`src/rtl/ovl_win_pkg.sv`:
```
package ovl_win_pkg;

    localparam int CRD_W      = 8;
    localparam int FINE_W     = 3;
    localparam int MAPC_W     = 5;
    localparam int PAL_W      = 3;
    localparam int TILE_W     = CRD_W - PAL_W;
    localparam int CLR_W      = 2;
    localparam int VA_W       = 13;
    localparam int PLANE_W    = 8;
    localparam int ROW_W      = 2 * PLANE_W;
    localparam int TILE_BYTES = 2 << FINE_W;
    localparam int MAP_SPAN   = 1 << (2 * MAPC_W);
    localparam int TILE_SPAN  = TILE_BYTES << TILE_W;

    typedef struct packed {
        logic              hit;
        logic [FINE_W-1:0] fx;
        logic [FINE_W-1:0] fy;
    } loc_t;

    typedef struct packed {
        logic              hit;
        logic [FINE_W-1:0] fx;
        logic [PAL_W-1:0]  pal;
    } fetch_t;

    typedef struct packed {
        logic [PAL_W-1:0]  pal;
        logic [TILE_W-1:0] tile;
    } map_ent_t;

    typedef struct packed {
        logic              active;
        logic [PAL_W-1:0]  pal;
        logic [CLR_W-1:0]  clr;
    } pix_t;

    function automatic logic [VA_W-1:0] map_index(
        input logic [VA_W-1:0]   base,
        input logic [MAPC_W-1:0] row,
        input logic [MAPC_W-1:0] col
    );
        return base + VA_W'({row, col});
    endfunction

    function automatic logic [VA_W-1:0] pattern_addr(
        input logic [VA_W-1:0]   base,
        input logic [TILE_W-1:0] tile,
        input logic [FINE_W-1:0] fy
    );
        return base + VA_W'({tile, fy, 1'b0});
    endfunction

    function automatic logic [CLR_W-1:0] pick_colour(
        input logic [ROW_W-1:0]  planes,
        input logic [FINE_W-1:0] fx
    );
        logic [FINE_W-1:0] idx;
        idx = FINE_W'(PLANE_W - 1) - fx;
        return {planes[PLANE_W + int'(idx)], planes[int'(idx)]};
    endfunction

endpackage

```
`src/rtl/ovl_win_regs.sv`:
```
module ovl_win_regs
    import ovl_win_pkg::*;
#(
    parameter int NREG = 2,
    parameter int W    = CRD_W,
    localparam int AW  = (NREG > 1) ? $clog2(NREG) : 1
) (
    input  logic          clk,
    input  logic          rst,
    input  logic          we,
    input  logic [AW-1:0] addr,
    input  logic [W-1:0]  wdata,
    output logic [W-1:0]  rdata,
    output logic [W-1:0]  val [NREG]
);

    for (genvar g = 0; g < NREG; g++) begin : g_reg
        always_ff @(posedge clk) begin
            if (rst) begin
                val[g] <= '0;
            end else if (we && (addr == AW'(g))) begin
                val[g] <= wdata;
            end
        end
    end

    assign rdata = val[addr];

endmodule

```
`src/rtl/ovl_win_locate.sv`:
```
module ovl_win_locate
    import ovl_win_pkg::*;
#(
    parameter logic [VA_W-1:0] MAP_BASE = 13'h1800,
    parameter int              XLEAD    = 7
) (
    input  logic             clk,
    input  logic             rst,
    input  logic             priv_en,
    input  logic [CRD_W-1:0] pix_x,
    input  logic [CRD_W-1:0] pix_y,
    input  logic [CRD_W-1:0] pos_x,
    input  logic [CRD_W-1:0] pos_y,
    output logic [VA_W-1:0]  map_addr,
    output loc_t             loc_q
);

    localparam int EXT_W = CRD_W + 1;

    logic [EXT_W-1:0] x_lead;
    logic [CRD_W-1:0] off_x;
    logic [CRD_W-1:0] off_y;
    logic             in_x;
    logic             in_y;
    loc_t             loc_d;

    always_comb begin
        x_lead = {1'b0, pix_x} + EXT_W'(XLEAD);
        in_x   = x_lead >= {1'b0, pos_x};
        in_y   = pix_y >= pos_y;
        off_x  = x_lead[CRD_W-1:0] - pos_x;
        off_y  = pix_y - pos_y;

        loc_d.hit = priv_en && in_x && in_y;
        loc_d.fx  = off_x[FINE_W-1:0];
        loc_d.fy  = off_y[FINE_W-1:0];

        map_addr = map_index(MAP_BASE,
                             off_y[FINE_W +: MAPC_W],
                             off_x[FINE_W +: MAPC_W]);
    end

    always_ff @(posedge clk) begin
        if (rst) begin
            loc_q <= '0;
        end else begin
            loc_q <= loc_d;
        end
    end

endmodule

```
`src/rtl/ovl_win_shift.sv`:
```
module ovl_win_shift
    import ovl_win_pkg::*;
#(
    parameter logic [VA_W-1:0] TILE_BASE = 13'h1000
) (
    input  logic             clk,
    input  logic             rst,
    input  loc_t             loc_q,
    input  logic [7:0]       map_data,
    output logic [VA_W-1:0]  tile_addr,
    input  logic [ROW_W-1:0] tile_data,
    output pix_t             pix_q
);

    map_ent_t ent;
    fetch_t   fetch_d;
    fetch_t   fetch_q;
    pix_t     pix_d;

    always_comb begin
        ent         = map_ent_t'(map_data);
        tile_addr   = pattern_addr(TILE_BASE, ent.tile, loc_q.fy);
        fetch_d.hit = loc_q.hit;
        fetch_d.fx  = loc_q.fx;
        fetch_d.pal = ent.pal;
    end

    always_comb begin
        pix_d = '0;
        if (fetch_q.hit) begin
            pix_d.active = 1'b1;
            pix_d.pal    = fetch_q.pal;
            pix_d.clr    = pick_colour(tile_data, fetch_q.fx);
        end
    end

    always_ff @(posedge clk) begin
        if (rst) begin
            fetch_q <= '0;
            pix_q   <= '0;
        end else begin
            fetch_q <= fetch_d;
            pix_q   <= pix_d;
        end
    end

endmodule

```
`src/rtl/ovl_win_fetch.sv`:
```
module ovl_win_fetch
    import ovl_win_pkg::*;
#(
    parameter logic [VA_W-1:0] MAP_BASE  = 13'h1800,
    parameter logic [VA_W-1:0] TILE_BASE = 13'h1000,
    parameter int              XLEAD     = 7
) (
    input  logic             clk,
    input  logic             rst,
    input  logic             priv_en,
    input  logic             reg_we,
    input  logic             reg_addr,
    input  logic [CRD_W-1:0] reg_wdata,
    output logic [CRD_W-1:0] reg_rdata,
    input  logic [CRD_W-1:0] pix_x,
    input  logic [CRD_W-1:0] pix_y,
    output logic [VA_W-1:0]  map_addr,
    input  logic [7:0]       map_data,
    output logic [VA_W-1:0]  tile_addr,
    input  logic [ROW_W-1:0] tile_data,
    output logic             win_active,
    output logic [PAL_W-1:0] win_pal,
    output logic [CLR_W-1:0] win_clr
);

    localparam int NREG = 2;
    localparam int SEL_X = 0;
    localparam int SEL_Y = 1;

    logic [CRD_W-1:0] pos [NREG];
    logic [CRD_W-1:0] pos_x;
    logic [CRD_W-1:0] pos_y;
    loc_t             loc_q;
    pix_t             pix_q;

    ovl_win_regs #(
        .NREG (NREG),
        .W    (CRD_W)
    ) i_regs (
        .clk   (clk),
        .rst   (rst),
        .we    (reg_we),
        .addr  (reg_addr),
        .wdata (reg_wdata),
        .rdata (reg_rdata),
        .val   (pos)
    );

    assign pos_x = pos[SEL_X];
    assign pos_y = pos[SEL_Y];

    ovl_win_locate #(
        .MAP_BASE (MAP_BASE),
        .XLEAD    (XLEAD)
    ) i_locate (
        .clk      (clk),
        .rst      (rst),
        .priv_en  (priv_en),
        .pix_x    (pix_x),
        .pix_y    (pix_y),
        .pos_x    (pos_x),
        .pos_y    (pos_y),
        .map_addr (map_addr),
        .loc_q    (loc_q)
    );

    ovl_win_shift #(
        .TILE_BASE (TILE_BASE)
    ) i_shift (
        .clk       (clk),
        .rst       (rst),
        .loc_q     (loc_q),
        .map_data  (map_data),
        .tile_addr (tile_addr),
        .tile_data (tile_data),
        .pix_q     (pix_q)
    );

    assign win_active = pix_q.active;
    assign win_pal    = pix_q.pal;
    assign win_clr    = pix_q.clr;

endmodule

```
`config.mk`:
```
export PLATFORM = sky130hd
export DESIGN_NAME = ovl_win_fetch
export DESIGN_NICKNAME = d
export VERILOG_FILES = /design/src/rtl/ovl_win_pkg.sv /design/src/rtl/ovl_win_regs.sv /design/src/rtl/ovl_win_locate.sv /design/src/rtl/ovl_win_shift.sv /design/src/rtl/ovl_win_fetch.sv
export SDC_FILE = /design/constraint.sdc
export NUM_CORES = 1
export LEC_CHECK = 0
export ABC_CLOCK_PERIOD_IN_PS = 3800
export BUFFER_PORTS_ARGS = -buffer_cell sky130_fd_sc_hd__buf_4
export CAP_MARGIN = 20
export CORE_MARGIN = 8
export CORE_UTILIZATION = 53
export DETAILED_ROUTE_END_ITERATION = 16
export PLACE_DENSITY = 0.86
export SYNTH_ARGS = -nofsm -noshare
export SYNTH_HDL_FRONTEND = slang
export SYNTH_HIERARCHICAL = 1
export SYNTH_SLANG_ARGS = --single-unit
```
`constraint.sdc`:
```
create_clock -name clk -period 3.8 [get_ports clk]
set_input_delay 0.19 -clock clk [delete_from_list [all_inputs] [get_ports clk]]
set_output_delay 0.19 -clock clk [all_outputs]
set_load 0.005 [all_outputs]
```
==> metrics <==
chip height=around 83 um; measured slew at the worst slew-check pin=between 400 and 500 ps; Area contributors post-synth=dfxtp_1, ha_1, mux2i_1; non-filler instance count after layout=approximately 380; Max clock buf depth=2; Clk Latency, worst-skew pair=roughly 290 ps; # resized after CTS=0; Setup TNS Final=0 ps; Sink Count=36; mapped cell area=2390 um2; Worst slew margin=0.667; register area=721 um2; largest net degree at the start of global routing=40; Fill cells=360; Hold Path End=i_shift/fetch_q[2]$_SDFF_PP0_; Lkg Pwr=approximately 1.4 nW; final hold vios=0; DR pass1 iterations=6; Setup Skew=around 7.4 ps; sequential-to-total area share from yosys stat=0.301; most instantiated cells after synthesis=dfxtp_1, inv_1, nand2b_1; WL per Instance=14.5 um; final setup violation count=0; initial drt markers=around 110; I/O Buffers=74; #FFs+latches synth=36; crit end category=primary output; pre-CTS worst setup slack=around 1400 ps; first-pass GRT wire length=9090 um; Vias=between 1500 and 2000; hold path cells=2; FF-to-FF setup slack=roughly 2000 ps; vias in the first global route=2020; DR DRC count=0; MaxCap Viol Count=0; Synth Area in Compound Gates=0.0868; DRT antenna net count=0; EDFF count, synth=0; Yosys top cell by area=dfxtp_1; most numerous cell in the Yosys netlist=dfxtp_1; total placed cells including tap cells=between 300 and 400; total power=about 1.0 mW; asr flop ratio synth=0; Post-Syn Area per Cell=a little over 9 um2; GP Congestion=between 0.7 and 0.8; initial antenna violation count=0; Core ar.=around 4400 um2; num rows=24; number of I/O pins=93; htree depth=2; CTS tree=built; Peak supply drop=roughly 0.00024 V; worst flop-to-flop path endpoint=i_locate/loc_q[6]$_SDFF_PP0_; Post-layout nets=just under 400; Tcrit/Tclk final=0.665; clock root cell=clkbuf_8; Cells after Synth=about 260; clock-pin slew on the worst setup and hold paths=70 ps; total gr overflow=0; Setup Buffers After CTS=0; Worst EP required=roughly 3600 ps; post-synth cell types=40; share of the synthesized area in the top cell type=0.301; Initial Util=0.550; Syn. warnings=6; DP HPWL=4410 um; mux cell area share after synthesis=0.157; Vias/cell=between 5 and 6; largest family of logic cells by synthesized area=simple AND/OR/NAND/NOR gates; CTS buffer count=5; Setup WS post-layout=around 1300 ps; Primary FF master, synth=dfxtp_1; Startpoint Class=flip-flop; reg-to-reg startpoint=i_regs/val[0]$_SDFFE_PP0P_; Pwr per Cell Area=between 300 and 400 nW/um2; multi-input logic area=roughly 1400 um2; layout cells sized above 1=0.294; crit path time final=approximately 2500 ps; Synth Area in Adders=0.106; worst-path fanout max=3; layout overhead on the synthesized area=23.5%; Synth Area in Simple Gates=0.177; reg2reg path depth=7; Fmax achieved=about 400 MHz; hold_buf cts=0; GR Util All Layers=0.156; run status=completed; die area=6920 um2; RSZ-0062 raised after global routing=false; Die Width=83.2 um; worst hold start=map_data[7]; post-synthesis xor/xnor area fraction=0.0549; Ant. Diodes=0; Routed WL=5450 um; hold crit path type=primary input to flip-flop; max-slew violations=0; Crit Path Category=flip-flop to primary output; Critical Path AT=~2300 ps
cells by family after synthesis:
family | after synthesis
multiplexers | 30
XOR/XNOR | 15
other | 4
flip-flops | 36
buffers and inverters | 49
AND/OR/NAND/NOR | 74
AO/OA/AOI/OAI | 32
adder cells (fa/ha/maj) | 19
stage by stage:
step | util | instance area [um2] | hold WS, ps
4_1_cts | 0.679 | 2960 | 110
5_1_grt | 0.679 | 2960 | 106
3_5_place_dp | 0.657 | 2860 | 380
6_report | 0.679 | 2960 | 117
2_1_floorplan | - | 2410 | 257
3_3_place_gp | 0.657 | 2860 | 380
area by class of cell:
cell class / instances / area share
Inverter: 27 / 0.0343
Tap cell: 52 / 0.0220
Multi-Input combinational cell: 178 / 0.481
Clock inverter: 2 / 0.00339
Timing Repair Buffer: 74 / 0.188
Sequential cell: 36 / 0.244
Clock buffer: 6 / 0.0279
how the worst max path moves through the flow:
stage	from	to	slack, ps	cells after the start
detailed placement	pix_x[2]	map_addr[4]	1430	10
finish	i_regs/val[8]$_SDFFE_PP0P_	map_addr[3]	1270	9
CTS	i_regs/val[8]$_SDFFE_PP0P_	map_addr[3]	1280	9
global placement	pix_x[2]	map_addr[4]	1460	10
floorplan	pix_x[2]	map_addr[4]	1750	8
global route	i_regs/val[8]$_SDFFE_PP0P_	map_addr[3]	1120	9
flip-flops by register name, indices dropped and copies added (netlist names):
signal / flops
i_regs/val: 16
i_shift/pix_q: 6
i_locate/loc_q: 7
i_shift/fetch_q: 7
cells in the final DEF (no fill, tap or decap), types with 2 or more instances in the layout:
cell type and instances:
nand2_1 5, o21a_1 2, dfxtp_1 36, mux2i_1 18
xnor2_1 12, nor2_1 14, and2_1 3, fa_1 2
mux4_1 4, o211ai_1 2, mux2_2 8, nor3_1 4
nand4_1 2, clkbuf_8 6, inv_1 27, buf_4 74
a21oi_1 11, nor2b_1 10, nand4b_1 2, ha_1 17
clkinv_2 2, xor2_1 3, conb_1 8, nand2b_1 27
a21o_1 5, nand3_1 3, o21ai_0 4
layer usage:
metal | track usage | routed length, um | vias to the layer above
met5 | 0 | 0 | -
met4 | 0.0591 | 77 | 0
met3 | 0.0469 | 352 | 9
met2 | 0.271 | 2690 | 66
met1 | 0.174 | 2330 | 863
li1 | - | - | 968
critical path: stages (launching register included):
cell      delay, ps
dfxtp_1         390
ha_1            190
inv_1            70
fa_1            420
a21o_1          180
a21oi_1         220
o21bai_1        100
a21oi_1         190
xnor2_1         140
buf_4           130
report_power, final:
group	switching, mW	internal, mW	leakage (nW)
clock	0.134	0.145	0.0510
sequential	0.0120	0.398	0.295
combinational	0.139	0.173	1.03
total	0.285	0.715	1.38
Power figures use the tool's default switching activity.
